## src/rtl/rxr_pkg.sv

```systemverilog
package rxr_pkg;
  localparam int HDR_BYTES = 4;   // next pointer + frame length
  localparam int MAC_BYTES = 6;
  localparam int SRC_OFS   = 12;  // status bytes + destination address
  localparam int ETH_HDR   = 14;  // addresses + length field

  typedef struct packed {
    logic latch;   // new request: sample limit, clear length
    logic toCur;   // address := current packet pointer
    logic toMac;   // address := sender address position
    logic step;    // address := wrapped increment
    logic capHdr;  // shift header byte in
    logic capMac;  // shift sender byte in
    logic capLen;  // store computed payload length
    logic commit;  // current pointer := next pointer
  } rxr_strobe_t;
endpackage

```

## src/rtl/rxr_ctrl.sv

```systemverilog
module rxr_ctrl
  import rxr_pkg::*;
#(
  parameter int CNT_W = 8,
  parameter int LEN_W = 8
) (
  input  logic             clk,
  input  logic             rstN,
  input  logic             start,
  input  logic [CNT_W-1:0] pktCount,
  input  logic             lenHiBad,
  input  logic [LEN_W-1:0] lenCalc,
  input  logic [LEN_W-1:0] payLen,
  output rxr_strobe_t      stb,
  output logic             memRd,
  output logic             payValid,
  output logic             rdPtrWe,
  output logic             pktDec,
  output logic             done,
  output logic             busy
);
  typedef enum logic [3:0] {
    ST_IDLE, ST_EMPTY, ST_HDR, ST_MAC, ST_LENH, ST_LENL, ST_PAY, ST_REL, ST_DEC
  } rxr_state_e;

  localparam logic [LEN_W-1:0] HDR_LAST = LEN_W'(HDR_BYTES - 1);
  localparam logic [LEN_W-1:0] MAC_LAST = LEN_W'(MAC_BYTES - 1);

  rxr_state_e state, stateNxt;
  logic [LEN_W-1:0] cnt, cntNxt;

  always_ff @(posedge clk) begin
    if (!rstN) begin
      state <= ST_IDLE;
      cnt   <= '0;
    end else begin
      state <= stateNxt;
      cnt   <= cntNxt;
    end
  end

  always_comb begin
    stb      = '0;
    memRd    = 1'b0;
    payValid = 1'b0;
    rdPtrWe  = 1'b0;
    pktDec   = 1'b0;
    done     = 1'b0;
    stateNxt = state;
    cntNxt   = cnt;
    case (state)
      ST_IDLE: begin
        if (start) begin
          stb.latch = 1'b1;
          if (pktCount == '0) begin
            stateNxt = ST_EMPTY;
          end else begin
            stb.toCur = 1'b1;
            cntNxt    = '0;
            stateNxt  = ST_HDR;
          end
        end
      end
      ST_EMPTY: begin
        done     = 1'b1;
        stateNxt = ST_IDLE;
      end
      ST_HDR: begin
        memRd      = 1'b1;
        stb.capHdr = 1'b1;
        if (cnt == HDR_LAST) begin
          stb.toMac = 1'b1;
          cntNxt    = '0;
          stateNxt  = ST_MAC;
        end else begin
          stb.step = 1'b1;
          cntNxt   = cnt + 1'b1;
        end
      end
      ST_MAC: begin
        memRd      = 1'b1;
        stb.capMac = 1'b1;
        stb.step   = 1'b1;
        if (cnt == MAC_LAST) begin
          cntNxt   = '0;
          stateNxt = ST_LENH;
        end else begin
          cntNxt = cnt + 1'b1;
        end
      end
      ST_LENH: begin
        memRd    = 1'b1;
        stb.step = 1'b1;
        stateNxt = lenHiBad ? ST_REL : ST_LENL;
      end
      ST_LENL: begin
        memRd      = 1'b1;
        stb.step   = 1'b1;
        stb.capLen = 1'b1;
        cntNxt     = '0;
        stateNxt   = (lenCalc == '0) ? ST_REL : ST_PAY;
      end
      ST_PAY: begin
        memRd    = 1'b1;
        payValid = 1'b1;
        stb.step = 1'b1;
        if (cnt == payLen - 1'b1) begin
          stateNxt = ST_REL;
        end else begin
          cntNxt = cnt + 1'b1;
        end
      end
      ST_REL: begin
        rdPtrWe  = 1'b1;
        stateNxt = ST_DEC;
      end
      ST_DEC: begin
        pktDec     = 1'b1;
        done       = 1'b1;
        stb.commit = 1'b1;
        stateNxt   = ST_IDLE;
      end
      default: stateNxt = ST_IDLE;
    endcase
  end

  assign busy = (state != ST_IDLE);
endmodule

```

## src/rtl/rxr_dp.sv

```systemverilog
module rxr_dp
  import rxr_pkg::*;
#(
  parameter int ADDR_W     = 13,
  parameter int LEN_W      = 8,
  parameter int RING_START = 0,
  parameter int RING_END   = 'h19FD
) (
  input  logic              clk,
  input  logic              rstN,
  input  rxr_strobe_t       stb,
  input  logic [LEN_W-1:0]  maxLen,
  input  logic [7:0]        memData,
  output logic [ADDR_W-1:0] memAddr,
  output logic [7:0]        payData,
  output logic [47:0]       srcMac,
  output logic [LEN_W-1:0]  payLen,
  output logic [ADDR_W-1:0] rdPtr,
  output logic              lenHiBad,
  output logic [LEN_W-1:0]  lenCalc
);
  localparam logic [ADDR_W-1:0] START_A = ADDR_W'(RING_START);
  localparam logic [ADDR_W-1:0] END_A   = ADDR_W'(RING_END);
  localparam logic [ADDR_W:0]   END_X   = (ADDR_W+1)'(RING_END);
  localparam logic [ADDR_W:0]   SIZE_X  = (ADDR_W+1)'(RING_END - RING_START + 1);
  localparam logic [ADDR_W:0]   OFS_X   = (ADDR_W+1)'(SRC_OFS);
  localparam logic [16:0]       START17 = 17'(RING_START);
  localparam logic [16:0]       END17   = 17'(RING_END);
  localparam logic [15:0]       HDR16   = 16'(ETH_HDR);

  logic [ADDR_W-1:0] addr, cur;
  logic [31:0]       hdr;    // {lenHi, lenLo, nextHi, nextLo}
  logic [47:0]       mac;
  logic [LEN_W-1:0]  maxLat, lenReg;

  logic [15:0]       nextPtr, frameLen, fromFrame;
  logic [ADDR_W:0]   macSum, macBase;
  logic [16:0]       nextM1;
  logic [LEN_W-1:0]  effMax;

  assign nextPtr  = hdr[15:0];
  assign frameLen = hdr[31:16];

  always_comb begin
    macSum  = {1'b0, cur} + OFS_X;
    macBase = (macSum > END_X) ? macSum - SIZE_X : macSum;
  end

  always_comb begin
    fromFrame = frameLen - HDR16;
    if (frameLen <= HDR16)               effMax = '0;
    else if (fromFrame < 16'(maxLat))    effMax = fromFrame[LEN_W-1:0];
    else                                 effMax = maxLat;
    lenCalc = (LEN_W'(memData) < effMax) ? LEN_W'(memData) : effMax;
  end

  always_comb begin
    nextM1 = {1'b0, nextPtr} - 17'd1;
    if (nextM1[16] || ({1'b0, nextPtr} <= START17) || (nextM1 > END17)) rdPtr = END_A;
    else                                                                rdPtr = nextM1[ADDR_W-1:0];
  end

  always_ff @(posedge clk) begin
    if (!rstN) begin
      addr   <= START_A;
      cur    <= START_A;
      hdr    <= '0;
      mac    <= '0;
      maxLat <= '0;
      lenReg <= '0;
    end else begin
      if (stb.latch) begin
        maxLat <= maxLen;
        lenReg <= '0;
      end
      if (stb.toCur)      addr <= cur;
      else if (stb.toMac) addr <= macBase[ADDR_W-1:0];
      else if (stb.step)  addr <= (addr == END_A) ? START_A : addr + 1'b1;
      if (stb.capHdr) hdr <= {memData, hdr[31:8]};
      if (stb.capMac) mac <= {mac[39:0], memData};
      if (stb.capLen) lenReg <= lenCalc;
      if (stb.commit) cur <= nextPtr[ADDR_W-1:0];
    end
  end

  assign memAddr  = addr;
  assign payData  = memData;
  assign srcMac   = mac;
  assign payLen   = lenReg;
  assign lenHiBad = (memData != 8'd0);
endmodule

```

## src/rtl/rx_ring_reader.sv

```systemverilog
module rx_ring_reader
  import rxr_pkg::*;
#(
  parameter int ADDR_W     = 13,
  parameter int CNT_W      = 8,
  parameter int LEN_W      = 8,
  parameter int RING_START = 0,
  parameter int RING_END   = 'h19FD
) (
  input  logic              clk,
  input  logic              rstN,
  input  logic              start,
  input  logic [CNT_W-1:0]  pktCount,
  input  logic [LEN_W-1:0]  maxLen,
  output logic              memRd,
  output logic [ADDR_W-1:0] memAddr,
  input  logic [7:0]        memData,
  output logic              payValid,
  output logic [7:0]        payData,
  output logic [47:0]       srcMac,
  output logic [LEN_W-1:0]  payLen,
  output logic              rdPtrWe,
  output logic [ADDR_W-1:0] rdPtr,
  output logic              pktDec,
  output logic              done,
  output logic              busy
);
  rxr_strobe_t      stb;
  logic             lenHiBad;
  logic [LEN_W-1:0] lenCalc;

  rxr_ctrl #(.CNT_W(CNT_W), .LEN_W(LEN_W)) ctrl_i (
    .clk(clk), .rstN(rstN), .start(start), .pktCount(pktCount),
    .lenHiBad(lenHiBad), .lenCalc(lenCalc), .payLen(payLen), .stb(stb),
    .memRd(memRd), .payValid(payValid), .rdPtrWe(rdPtrWe), .pktDec(pktDec),
    .done(done), .busy(busy)
  );

  rxr_dp #(.ADDR_W(ADDR_W), .LEN_W(LEN_W), .RING_START(RING_START), .RING_END(RING_END)) dp_i (
    .clk(clk), .rstN(rstN), .stb(stb), .maxLen(maxLen), .memData(memData),
    .memAddr(memAddr), .payData(payData), .srcMac(srcMac), .payLen(payLen),
    .rdPtr(rdPtr), .lenHiBad(lenHiBad), .lenCalc(lenCalc)
  );
endmodule

```

## config.mk

```make
export PLATFORM = sky130hd
export DESIGN_NAME = rx_ring_reader
export DESIGN_NICKNAME = d
export VERILOG_FILES = /design/src/rtl/rxr_pkg.sv /design/src/rtl/rxr_ctrl.sv /design/src/rtl/rxr_dp.sv /design/src/rtl/rx_ring_reader.sv
export SDC_FILE = /design/constraint.sdc
export NUM_CORES = 1
export LEC_CHECK = 0
export BUFFER_PORTS_ARGS = -buffer_cell sky130_fd_sc_hd__clkbuf_2
export CAP_MARGIN = 20
export CORE_MARGIN = 10
export CORE_UTILIZATION = 50
export CTS_BUF_LIST = sky130_fd_sc_hd__clkbuf_16
export CTS_CLUSTER_SIZE = 25
export DETAILED_ROUTE_END_ITERATION = 16
export PLACE_DENSITY = 0.77
export SYNTH_ARGS = -nofsm -noshare
export SYNTH_HDL_FRONTEND = slang
export SYNTH_HIERARCHICAL = 1
export SYNTH_SLANG_ARGS = --single-unit
```

## constraint.sdc

```tcl
create_clock -name clk -period 4.35 [get_ports clk]
set_input_delay 0.87 -clock clk [delete_from_list [all_inputs] [get_ports clk]]
set_output_delay 0.87 -clock clk [all_outputs]
set_load 0.02 [all_outputs]
```

==> impl_metrics.csv <==
group,metric,value,unit
timing,slew_violations,0,
final_layout,antenna_cells,0,
placement,hpwl,14700,µm
global_routing,grt_pass1_vias,6875,
timing,setup_ws,-426,ps
min_path,hold_class,"reg2reg",
clock_network,cts_tree,"done",
routing,routed_wl,21400,µm
timing,grt_setup_unrepaired,"yes",
placement,place_congestion,0.928,
placement,io_buffers,122,
clock_network,ctsHoldBuffers,0,
timing,fin_crit_sh,110,%
critical_path,r2r_cells,21,
power,swShare,29.8,%
power,internal_power,2.39,mW
power,power.density,346,nW/µm²
critical_path,cp-end-kind,"flip-flop",
clock_network,clk_path_buf_depth,2,
clock_network,h-tree-depth,4,
critical_path,start_kind,"flip-flop",
yosys,ys_seq_area_share,34.1,%
placement,dp_slack,-371,ps
final_layout,syn2layout_area_growth,25.0,%
power,clock_power_share,41.7,%
routing,dr_total_vias,7352,
min_path,holdPathStages,2,
timing,holdWs,495,ps
routing,wl_per_cell,16.5,µm
floorplan,chipWidth,145,µm
global_routing,grt_max_degree,106,
global_routing,grt_pass1_wl,34500,µm
final_layout,nets,1120,
final_layout,final_common_cell,"nor2_1",
power,ir_drop,0.285,mV
run_status,status,"complete, but fails checks",
routing,ant_nets,0,
global_routing,grt_usage,19.1,%
floorplan,core-area,15300,µm²
timing,fmax,209,MHz
yosys,netlist_instances,922,
clock_network,clockRootBuffer,"clkbuf_16",
yosys,netlist-cell-type-count,81,
timing,slew_headroom,27.6,%
timing,tns,-1230,ps
floorplan,rows,45,
yosys,syn_nets,973,
final_layout,fin_util,64.2,%
clock_network,insertion_delay,430,ps
timing,period_minus_slack,4780,ps
clock_network,cts_made_buffers,17,
critical_path,required,4670,ps
floorplan,start_util,51.4,%
yosys,synthFlopType,"dfxtp_1",
yosys,syn_area,7870,µm²
final_layout,drive_above_1_share,27.2,%
yosys,avgSynthCellArea,8.54,µm²
critical_path,crit_arrival,5100,ps
clock_network,clock-sinks,134,
flow_run,maxCapViolations,0,
final_layout,layout_common_cells,"nor2_1, dfxtp_1, clkbuf_2",
floorplan,dieArea,21200,µm²
power,seqPwrFrac,38.6,%
yosys,synth-edff-count,0,
timing,setup_viol,7,
routing,viasPerCell,5.69,
timing,finalHoldViolCount,0,
power,p_switching,1.01,mW
clock_network,clk_pin_slew,60,ps
global_routing,antenna_found_initial,0,
yosys,async_flop_share,0,%
run_status,violations,"setup timing",
final_layout,fin_area,9840,µm²
global_routing,grt-ovfl-total,0,
floorplan,io_pins,123,
critical_path,critPathKind,"reg2reg",
critical_path,crit_fanout,8,
timing,tightest_slew,1090,ps
routing,drcViolationCount,0,
power,power_frac_comb,19.6,%
timing,skew,12.0,ps
placement,place_area,8920,µm²
yosys,yosysWarningCount,6,
routing,drt-initial-drc-count,542,
yosys,yosys_register_bits,134,
power,leakage,3.97,nW
routing,dr.pass1.iters,6,
floorplan,die_y,145,µm
## worst paths after layout
path,from,endpoint,slack [ps]
min reg2reg,dp_i/srcMac[46],dp_i/srcMac[46],500
max,dp_i/hdr[17],ctrl_i/state[0],-430
min,dp_i/srcMac[46],dp_i/srcMac[46],500
max reg2reg,dp_i/hdr[17],ctrl_i/state[0],-430
## sequential cells by signal (all words and copies together) (netlist names)
register / flops
ctrl_i/state: 4
ctrl_i/cnt: 8
dp_i/srcMac: 48
dp_i/payLen: 8
dp_i/maxLat: 8
dp_i/memAddr: 13
dp_i/hdr: 32
dp_i/cur: 13
## metal layers
layer / track usage (%) / part of all wire, % / up-vias
met5: 0 / 0 / -
met4: 6.98 / 2.2 / 0
met3: 4.10 / 5.4 / 42
met2: 31.0 / 47 / 235
met1: 24.4 / 45 / 3479
li1: - / - / 3596
## through the flow
step                cells  total power [mW]
floorplan             922              1.74
global placement     1237              1.92
detailed placement   1237              1.92
CTS                  1285              3.38
global route         1293              3.54
finish               1293              3.40
## kinds of logic after synthesis
group | synth area share (%)
and+or+nand+nor | 21.4
AOI/OAI and AO/OA | 14.8
DFF | 34.1
muxes | 15.7
buffers and inverters | 5.68
xor gates and xnor gates | 4.55
adders and majority gates | 3.82
## layout make-up
type	instances	area, µm²
clock buffers	17	425
clock inverters	15	164
inverters	35	133
repair buffers	195	1190
well taps	211	264
flip-flops and latches	134	2690
fillers	1262	5480
multi-input cells	686	4970
## power by group through the flow
stage / Sequential (mW) / Clock [mW] / Combinational, mW
after global routing: 1.32 / 1.50 / 0.719
after floorplan: 1.34 / 0 / 0.396
after detailed placement: 1.34 / 0 / 0.585
after CTS: 1.31 / 1.44 / 0.625
final: 1.31 / 1.42 / 0.668
after global placement: 1.34 / 0 / 0.576
## worst max-delay path, cell delays in order (launching register included)
cell      delay, ps
dfxtp_2         340
buf_4           140
and3_4          180
nor3_2          130
xor2_1          270
ha_1            340
and4_1          220
o21ai_0          80
o211ai_1        140
a211o_2         380
buf_4           170
a211oi_4        240
inv_1            70
ha_1            300
nand4_1         170
nor2_2           90
a211oi_4        280
buf_12          170
mux2_4          320
nor4_4          250
a41oi_1         140
o31ai_1         280
## synthesized netlist by cell type (12+ instances only)
cell type,n,area (µm²)
nor2_1,164,616
inv_1,33,124
clkbuf_1,43,161
o21ai_0,26,130
o31ai_1,12,90.1
a211oi_1,16,120
ha_1,24,300
a21oi_1,21,105
nand3_1,20,100
mux2i_1,111,1110
nand2_1,45,169
nor3_1,17,85.1
xor2_1,18,158
dfxtp_1,134,2680
xnor2_1,21,184
## timing repair
item	4_1_cts	5_1_grt
setup buffers	15	7
cloned	1	0
setup endpoints to repair	13	20
resized for setup	10	21
endpoints found under the hold margin	0	0
pin swaps	6	14
No activity file was read; power rests on OpenSTA's default activity.
